[config.mk]
export PLATFORM = sky130hd
export DESIGN_NAME = inv_logic_alu
export DESIGN_NICKNAME = d
export VERILOG_FILES = /design/src/rtl/alu_pkg.sv /design/src/rtl/alu_addsub.sv /design/src/rtl/alu_logic.sv /design/src/rtl/alu_shift.sv /design/src/rtl/inv_logic_alu.sv
export SDC_FILE = /design/constraint.sdc
export NUM_CORES = 1
export LEC_CHECK = 0
export BUFFER_PORTS_ARGS = -buffer_cell sky130_fd_sc_hd__buf_2
export CORE_MARGIN = 5
export CORE_UTILIZATION = 45
export DETAILED_ROUTE_END_ITERATION = 7
export PLACE_DENSITY_LB_ADDON = 0.1
export SETUP_SLACK_MARGIN = 0.02
export SLEW_MARGIN = 30
export SYNTH_ARGS = -nofsm -noshare
export SYNTH_HDL_FRONTEND = slang
export SYNTH_SLANG_ARGS = --single-unit
[constraint.sdc]
create_clock -name clk_i -period 9.11 [get_ports clk_i]
set_input_delay 1.822 -clock clk_i [delete_from_list [all_inputs] [get_ports clk_i]]
set_output_delay 1.822 -clock clk_i [all_outputs]
set_load 0.02 [all_outputs]
[src/rtl/alu_pkg.sv]
package alu_pkg;
  typedef enum logic [4:0] {
    OP_ADD  = 5'd0,  OP_SUB  = 5'd1,  OP_ADDC = 5'd2,  OP_SUBC = 5'd3,
    OP_XOR  = 5'd4,  OP_XNOR = 5'd5,  OP_OR   = 5'd6,  OP_ORN  = 5'd7,
    OP_AND  = 5'd8,  OP_ANDN = 5'd9,  OP_SHL  = 5'd10, OP_SHR  = 5'd11,
    OP_ROLC = 5'd12, OP_RORC = 5'd13, OP_ASHL = 5'd14, OP_ASHR = 5'd15,
    OP_ROT  = 5'd16, OP_INV  = 5'd17
  } alu_op_e;

  localparam int unsigned FLAG_C = 3;
  localparam int unsigned FLAG_V = 2;
  localparam int unsigned FLAG_N = 1;
  localparam int unsigned FLAG_Z = 0;
  localparam int unsigned FLAG_W = 4;
endpackage

[src/rtl/alu_addsub.sv]
module alu_addsub #(
  parameter int unsigned W = 16
) (
  input  logic [W-1:0] a_i,
  input  logic [W-1:0] b_i,
  input  logic         sub_i,
  input  logic         cin_i,
  output logic [W-1:0] res_o,
  output logic         cout_o,
  output logic         ovf_o
);
  logic [W-1:0] b_op;

  assign b_op = sub_i ? ~b_i : b_i;
  assign {cout_o, res_o} = {1'b0, a_i} + {1'b0, b_op} + {{W{1'b0}}, cin_i};
  // signed overflow: like-signed inputs, result sign differs
  assign ovf_o = (a_i[W-1] == b_op[W-1]) && (res_o[W-1] != a_i[W-1]);
endmodule

[src/rtl/alu_logic.sv]
module alu_logic
  import alu_pkg::*;
#(
  parameter int unsigned W = 16
) (
  input  alu_op_e      op_i,
  input  logic [W-1:0] a_i,
  input  logic [W-1:0] b_i,
  output logic [W-1:0] res_o
);
  logic [W-1:0] b_n;

  assign b_n = ~b_i;

  always_comb begin
    case (op_i)
      OP_XOR:  res_o = a_i ^ b_i;
      OP_XNOR: res_o = a_i ^ b_n;
      OP_OR:   res_o = a_i | b_i;
      OP_ORN:  res_o = a_i | b_n;
      OP_AND:  res_o = a_i & b_i;
      OP_ANDN: res_o = a_i & b_n;
      default: res_o = '0;
    endcase
  end
endmodule

[src/rtl/alu_shift.sv]
module alu_shift
  import alu_pkg::*;
#(
  parameter int unsigned W = 16
) (
  input  alu_op_e      op_i,
  input  logic [W-1:0] a_i,
  input  logic [W-1:0] b_i,
  input  logic         cin_i,
  output logic [W-1:0] res_o,
  output logic         cout_o
);
  localparam int unsigned SH_W = $clog2(W);

  logic [W-1:0] stage [SH_W+1];
  logic [W-1:0] rot_res;

  assign stage[0] = a_i;

  // log-depth left rotator, amount from b_i[SH_W-1:0]
  for (genvar s = 0; s < SH_W; s++) begin : g_rot
    localparam int unsigned K = 1 << s;
    assign stage[s+1] = b_i[s] ? {stage[s][W-1-K:0], stage[s][W-1:W-K]} : stage[s];
  end
  assign rot_res = stage[SH_W];

  always_comb begin
    res_o  = '0;
    cout_o = 1'b0;
    case (op_i)
      OP_SHL, OP_ASHL: begin res_o = {b_i[W-2:0], 1'b0};     cout_o = b_i[W-1]; end
      OP_SHR:          begin res_o = {1'b0, b_i[W-1:1]};     cout_o = b_i[0];   end
      OP_ASHR:         begin res_o = {b_i[W-1], b_i[W-1:1]}; cout_o = b_i[0];   end
      OP_ROLC:         begin res_o = {b_i[W-2:0], cin_i};    cout_o = b_i[W-1]; end
      OP_RORC:         begin res_o = {cin_i, b_i[W-1:1]};    cout_o = b_i[0];   end
      OP_ROT:          res_o = rot_res;
      default: ;
    endcase
  end
endmodule

[src/rtl/inv_logic_alu.sv]
module inv_logic_alu
  import alu_pkg::*;
#(
  parameter int unsigned W     = 16,
  parameter int unsigned IMM_W = 8
) (
  input  logic              clk_i,
  input  logic              rst_ni,
  input  logic              valid_i,
  input  logic [4:0]        op_i,
  input  logic [W-1:0]      a_i,
  input  logic [W-1:0]      b_i,
  input  logic [IMM_W-1:0]  imm_i,
  input  logic              use_imm_i,
  output logic [W-1:0]      result_o,
  output logic [FLAG_W-1:0] flags_o
);
  alu_op_e           op;
  logic [W-1:0]      b_eff;
  logic [FLAG_W-1:0] flags_q, flags_d;
  logic              c_q;

  logic [W-1:0] as_res, lg_res, sh_res;
  logic         as_c, as_v, sh_c, as_sub, as_cin;
  logic         c_d, v_d;

  assign op    = alu_op_e'(op_i);
  assign b_eff = use_imm_i ? {{(W-IMM_W){1'b0}}, imm_i} : b_i;
  assign c_q   = flags_q[FLAG_C];

  assign as_sub = (op == OP_SUB) || (op == OP_SUBC);
  assign as_cin = ((op == OP_ADDC) || (op == OP_SUBC)) ? c_q : (op == OP_SUB);

  alu_addsub #(.W(W)) u_addsub (
    .a_i(a_i), .b_i(b_eff), .sub_i(as_sub), .cin_i(as_cin),
    .res_o(as_res), .cout_o(as_c), .ovf_o(as_v)
  );

  alu_logic #(.W(W)) u_logic (
    .op_i(op), .a_i(a_i), .b_i(b_eff), .res_o(lg_res)
  );

  alu_shift #(.W(W)) u_shift (
    .op_i(op), .a_i(a_i), .b_i(b_eff), .cin_i(c_q),
    .res_o(sh_res), .cout_o(sh_c)
  );

  always_comb begin
    result_o = '0;
    c_d      = 1'b0;
    v_d      = 1'b0;
    case (op)
      OP_ADD, OP_SUB, OP_ADDC, OP_SUBC: begin
        result_o = as_res;
        c_d      = as_c;
        v_d      = as_v;
      end
      OP_XOR, OP_XNOR, OP_OR, OP_ORN, OP_AND, OP_ANDN: result_o = lg_res;
      OP_SHL, OP_SHR, OP_ROLC, OP_RORC, OP_ASHL, OP_ASHR, OP_ROT: begin
        result_o = sh_res;
        c_d      = sh_c;
      end
      OP_INV:  result_o = ~b_eff;
      default: ;
    endcase
  end

  always_comb begin
    flags_d         = '0;
    flags_d[FLAG_C] = c_d;
    flags_d[FLAG_V] = v_d;
    flags_d[FLAG_N] = result_o[W-1];
    flags_d[FLAG_Z] = (result_o == '0);
  end

  always_ff @(posedge clk_i or negedge rst_ni) begin
    if (!rst_ni)      flags_q <= '0;
    else if (valid_i) flags_q <= flags_d;
  end

  assign flags_o = flags_q;
endmodule

After elaboration in Yosys (flattened, before gate mapping)
Cells that the tools add are included.
{"block": "totals", "reg_bits": 4, "latchBits": 0, "ram_bits": 0, "rom_bits": 0, "in_bits": 49, "output_inout_bits": 20, "wordCells": 53, "n_memories": 0}
{"block": "op_classes", "addsub": 2, "mul": 0, "div": 0, "magnitude_cmp": 0, "eq_ne": 19, "shift": 0, "mux": 13, "bitwise": 7, "n_reduce_logical": 11}
{"op": "case mux 16 bit (6 select lines)", "count": 2}
{"op": "two-way mux 16 bit", "count": 6}
{"op": "case mux 16 bit (4 select lines)", "count": 1}
{"op": "equality test 5 x 4 -> 1 bit (second input constant)", "count": 8}
{"op": "bitwise AND 16 bit", "count": 2}
{"op": "OR 16 bit", "count": 2}
{"op": "XOR 16 bit", "count": 2}
{"op": "equality test 5 x 3 -> 1 bit (second input constant)", "count": 4}
{"op": "adder 16 x 16 -> 17 bit", "count": 1}
{"op": "adder 17 x 1 -> 17 bit", "count": 1}
{"op": "zero test 16 bit", "count": 1}
{"op": "NOT 16 bit", "count": 1}
{"op": "equality test 5 x 2 -> 1 bit (second input constant)", "count": 2}
{"op": "equality test 5 bit (second input constant)", "count": 2}
{"op": "OR reduction 7 bit", "count": 1}
{"op": "OR reduction 3 bit", "count": 2}
{"op": "OR reduction 6 bit", "count": 1}
{"op": "equality test 5 x 1 -> 1 bit (second input constant)", "count": 1}
{"op": "zero test 5 bit", "count": 1}
{"op": "case mux 1 bit (2 select lines)", "count": 2}
{"op": "OR reduction 4 bit", "count": 1}
{"op": "logical OR 1 bit", "count": 2}
{"op": "two-way mux 1 bit", "count": 2}
{"op": "OR reduction 2 bit", "count": 1}
{"op": "3 further kinds", "count": 3}

Depth between registers and ports, before layout
{"block": "depth", "ltp_word": 8, "mapped_depth": 17, "ltp_nobuf": 14}

By module
A second synthesis with hierarchy kept.
{"block": "unflattened", "cells_unflattened": 457, "hier_area_um2": 3951.3}
{"module": "alu_shift", "instances": 1, "cells_per_inst": 102, "area_per_inst_um2": 1094.8, "seq_area_each_um2": 0.0}
{"module": "alu_addsub", "instances": 1, "cells_per_inst": 140, "area_per_inst_um2": 1091.0, "seq_area_each_um2": 0.0}
{"module": "inv_logic_alu", "instances": 1, "cells_per_inst": 142, "area_per_inst_um2": 1056.0, "seq_area_each_um2": 100.1}
{"module": "alu_logic", "instances": 1, "cells_per_inst": 73, "area_per_inst_um2": 709.4, "seq_area_each_um2": 0.0}

Least setup slack after synthesis
Ideal clock, no wire load.
{"block": "synth_path", "path_type": "input to output", "from": "in op_i[2]", "to": "out result_o[15]", "arrival_ns": 5.890, "required_time_ns": 7.288, "slack_ns": 1.398, "stages": 17, "n_path_buf": 4, "path_cell_list": "or3_1 -> clkbuf_1 -> clkbuf_1 -> nor2_1 -> clkbuf_1 -> xnor2_1 -> ha_1 -> o21ai_0 -> nor3_1 -> nor3_1 -> o41ai_1 -> a2111oi_0 -> nor3_1 -> nor4b_1 -> nor3_1 -> inv_1 -> buf_4"}
{"block": "synth_between", "elab_chain_len": 6, "word_cells_on_any_way": 31, "cone_classes": "2 x add/sub; 17 x eq/ne; 5 x mux; 7 x reduce/logical"}
{"element": "start: declaration", "line": "inv_logic_alu.sv:10", "rtl": "input logic [4:0] op_i,"}
{"element": "equality test 5 x 1 -> 1 bit or equality test 5 x 2 -> 1 bit (tied branches)", "line": "inv_logic_alu.sv:31, inv_logic_alu.sv:32, inv_logic_alu.sv:52"}
{"element": "logical OR 1 bit", "line": "inv_logic_alu.sv:31", "rtl": "assign as_sub = (op == OP_SUB) || (op == OP_SUBC);"}
{"element": "two-way mux 16 bit", "line": "alu_addsub.sv:14", "rtl": "assign b_op = sub_i ? ~b_i : b_i;"}
{"element": "adder 16 x 16 -> 17 bit", "line": "alu_addsub.sv:15", "rtl": "assign {cout_o, res_o} = {1'b0, a_i} + {1'b0, b_op} + {{W{1'b0}}, cin_i};"}
{"element": "adder 17 x 1 -> 17 bit", "line": "alu_addsub.sv:15"}
{"element": "case mux 16 bit (4 select lines) *", "line": "inv_logic_alu.sv:52", "rtl": "case (op)"}
{"element": "end: declaration", "line": "inv_logic_alu.sv:15", "rtl": "output logic [W-1:0] result_o,"}
Every way passes the cells marked *; elsewhere a longest branch is shown, timed or not.

Worst setup path in the final report
Same ends and word-level chain as after synthesis.

==> out/qor.yml <==
place.gp.congestion: 0.9447
yosys-top-cells-area: "mux4_2, mux2i_1, xnor2_1"
critPathKind: "in -> out"
p_leak_uw: 0.001579
grt_setup_unrepaired: "no"
cts_setup_buffers: 0
htreeDepth: 1
syn_to_final_growth_pct: 14.02
path_max_fanout: 14
synth_async_sr_flop_share_pct: 100.0
yosys.area.top_type_share_pct: 8.840
drtPass1Iterations: 4
yosys_register_bits: 4
cap_violations: 0
dp_slack_ns: 1.210
r2r-start: "flags_o[3]"
seq_area_frac_synth_pct: 3.022
post_cts_resized: 0
clk_path_buf_depth: 2
stdcell_area_sq_um: 3776
io_pins: 69
yosysUniqueCellTypes: 69
multi_input_area_sq_um: 3073
portBuffers: 68
rr_worst_depth: 12
holdPathStages: 2
synth_edf_count: 0
fin_skew_ns: 0.005136
finalWorstSetupSlack_ns: 1.179
grt_pass1_vias: 3700
nFillCells: 747
worst_setup_path_start_kind: "primary input"
holdPathEnd: "flags_o[2]"
setup_tns_ns: 0
num-nets-final: 559
fin_crit_ns: 7.931
yosys.area.top_type: "mux4_2"
dpl.hpwl_um: 9843
antenna_cells: 0
drive_above_1_share_pct: 22.81
grt_pass1_wl_um: 19880
tightest_slew_ns: 0.9879
rows: 31
layout_commonest_cell: "buf_2"
drt-total-wl_um: 12960
synthesis.area_sq_um: 3312
wl_per_cell_um: 21.96
synth_fp_nets: 506
synthFlopType: "dfrtp_1"
cts.sinks: 4
relSlewSlack_pct: 33.78
die_h_um: 95.79
ys_warn_count: 0
cts_tree: "done"
ff_latch_area_sq_um: 100.1
min_path_type: "reg -> reg"
power.density_nw_per_um2: 85.33
core_sq_um: 7214
r2r-end: "flags_o[0]"
synthCells: 440
crit_required_ns: 7.29
drt-initial-drc-count: 332
die_x_um: 95.79
critical_path_arrival_ns: 6.11
dpl_cell_area_sq_um: 3735
drc_errors: 0
finalSetupViolations: 0
ant_nets: 0
maxSlewViolCount: 0
vias: 4027
r2r_setup_slack_ns: 4.95
antenna_found_initial: 1
peakVddDrop_mv: 0.1234
track_usage_pct: 27.86
end_kind: "output pin"
overflow: 0
syn_avg_cell_area_sq_um: 7.527
cts_made_buffers: 3
fmax_mhz: 126.1
start_util_pct: 45.91
hold_start: "flags_o[2]"
dieArea_sq_um: 9176
run_status: "finished clean"
clk_pin_slew_worst_paths_ns: 0.03
grt_max_degree: 31
final_cell_mix: "buf_2, nor2_1, xnor2_1"
largest_register_ffs: 4
vias_per_cell: 6.825
clockRootBuffer: "clkbuf_8"
cts_hold_buf: 0
hold_viol: 0
clk_latency_ns: 0.21
period_share_pct: 87.06
-- report_power, final --
group          leakage [uW]  total [uW]  switching [uW]  internal [uW]
combinational       0.00151         265             158            107
clock             0.0000216        36.7            8.54           28.1
sequential        0.0000520        20.5            1.22           19.3
-- layout make-up --
cell class / instances / share of cell area [%]
multi-input cells: 399 / 81.38
repair buffers: 77 / 10.80
clock buffers: 3 / 1.093
inverters: 8 / 0.7952
flip-flops and latches: 4 / 2.651
well taps: 99 / 3.280
-- Yosys cell counts, types with 5 or more instances --
| cell type | instances |
|---|---|
| nor4_1 | 6 |
| inv_1 | 7 |
| o21ai_0 | 18 |
| mux2i_1 | 29 |
| nor3_1 | 18 |
| nand2_1 | 25 |
| o22ai_1 | 11 |
| nand2b_1 | 15 |
| or3_1 | 7 |
| o211ai_1 | 9 |
| a211oi_1 | 5 |
| clkbuf_1 | 19 |
| ha_1 | 15 |
| xnor2_1 | 32 |
| nand3_1 | 6 |
| nor2_1 | 50 |
| nor2b_1 | 9 |
| mux4_2 | 13 |
| o221ai_1 | 7 |
| a21oi_1 | 24 |
| xor2_1 | 6 |
| o2111ai_1 | 5 |
-- cells by family after synthesis --
kind of cell	share of synthesized area (%)
AO/OA/AOI/OAI	27.01
buffers and inverters	4.873
multiplexers	21.50
adder cells (fa/ha/maj)	6.876
flip-flops	3.022
XOR/XNOR	10.05
AND/OR/NAND/NOR	26.67
-- critical path, stage by stage --
cell	delay, ns
buf_2	0.17
or3_1	0.38
buf_4	0.21
nor2_2	0.31
buf_4	0.30
xnor2_1	0.11
ha_1	0.40
a21oi_1	0.09
o21ai_0	0.28
nor3_1	0.11
o41ai_1	0.78
a2111oi_0	0.23
nor3_1	0.33
nor4b_1	0.09
nor3_1	0.25
inv_1	0.07
buf_2	0.16
-- through the flow --
step           total power, uW  hold WS [ns]  instances  util, %
5_1_grt                  344.2        0.5389        590    52.34
3_5_place_dp             279.9        0.4759        587    51.77
2_1_floorplan            204.0        0.5480        440        -
3_3_place_gp             276.9        0.4876        587    51.77
6_report                 322.2        0.4858        590    52.34
4_1_cts                  318.6        0.4899        590    52.34
-- worst max-delay path by stage --
stage                       start            to  slack (ns)  cells past startpoint
after floorplan           op_i[2]  result_o[15]        1.40                     17
after global placement    op_i[2]  result_o[15]        1.32                     17
after detailed placement  op_i[2]  result_o[15]        1.21                     17
after CTS                 op_i[2]  result_o[15]        1.20                     17
after global routing      op_i[2]  result_o[15]        0.84                     17
final                     op_i[2]  result_o[15]        1.18                     17
-- layer usage --
layer,wire length [um],vias to the layer above,global-route usage [%]
met1,5744,1941,39.04
met5,13,-,0
met4,333,2,9.479
met2,5817,233,43.66
met3,1047,30,3.909
li1,-,1821,-
Note: power is estimated with default switching activity, not from simulation.
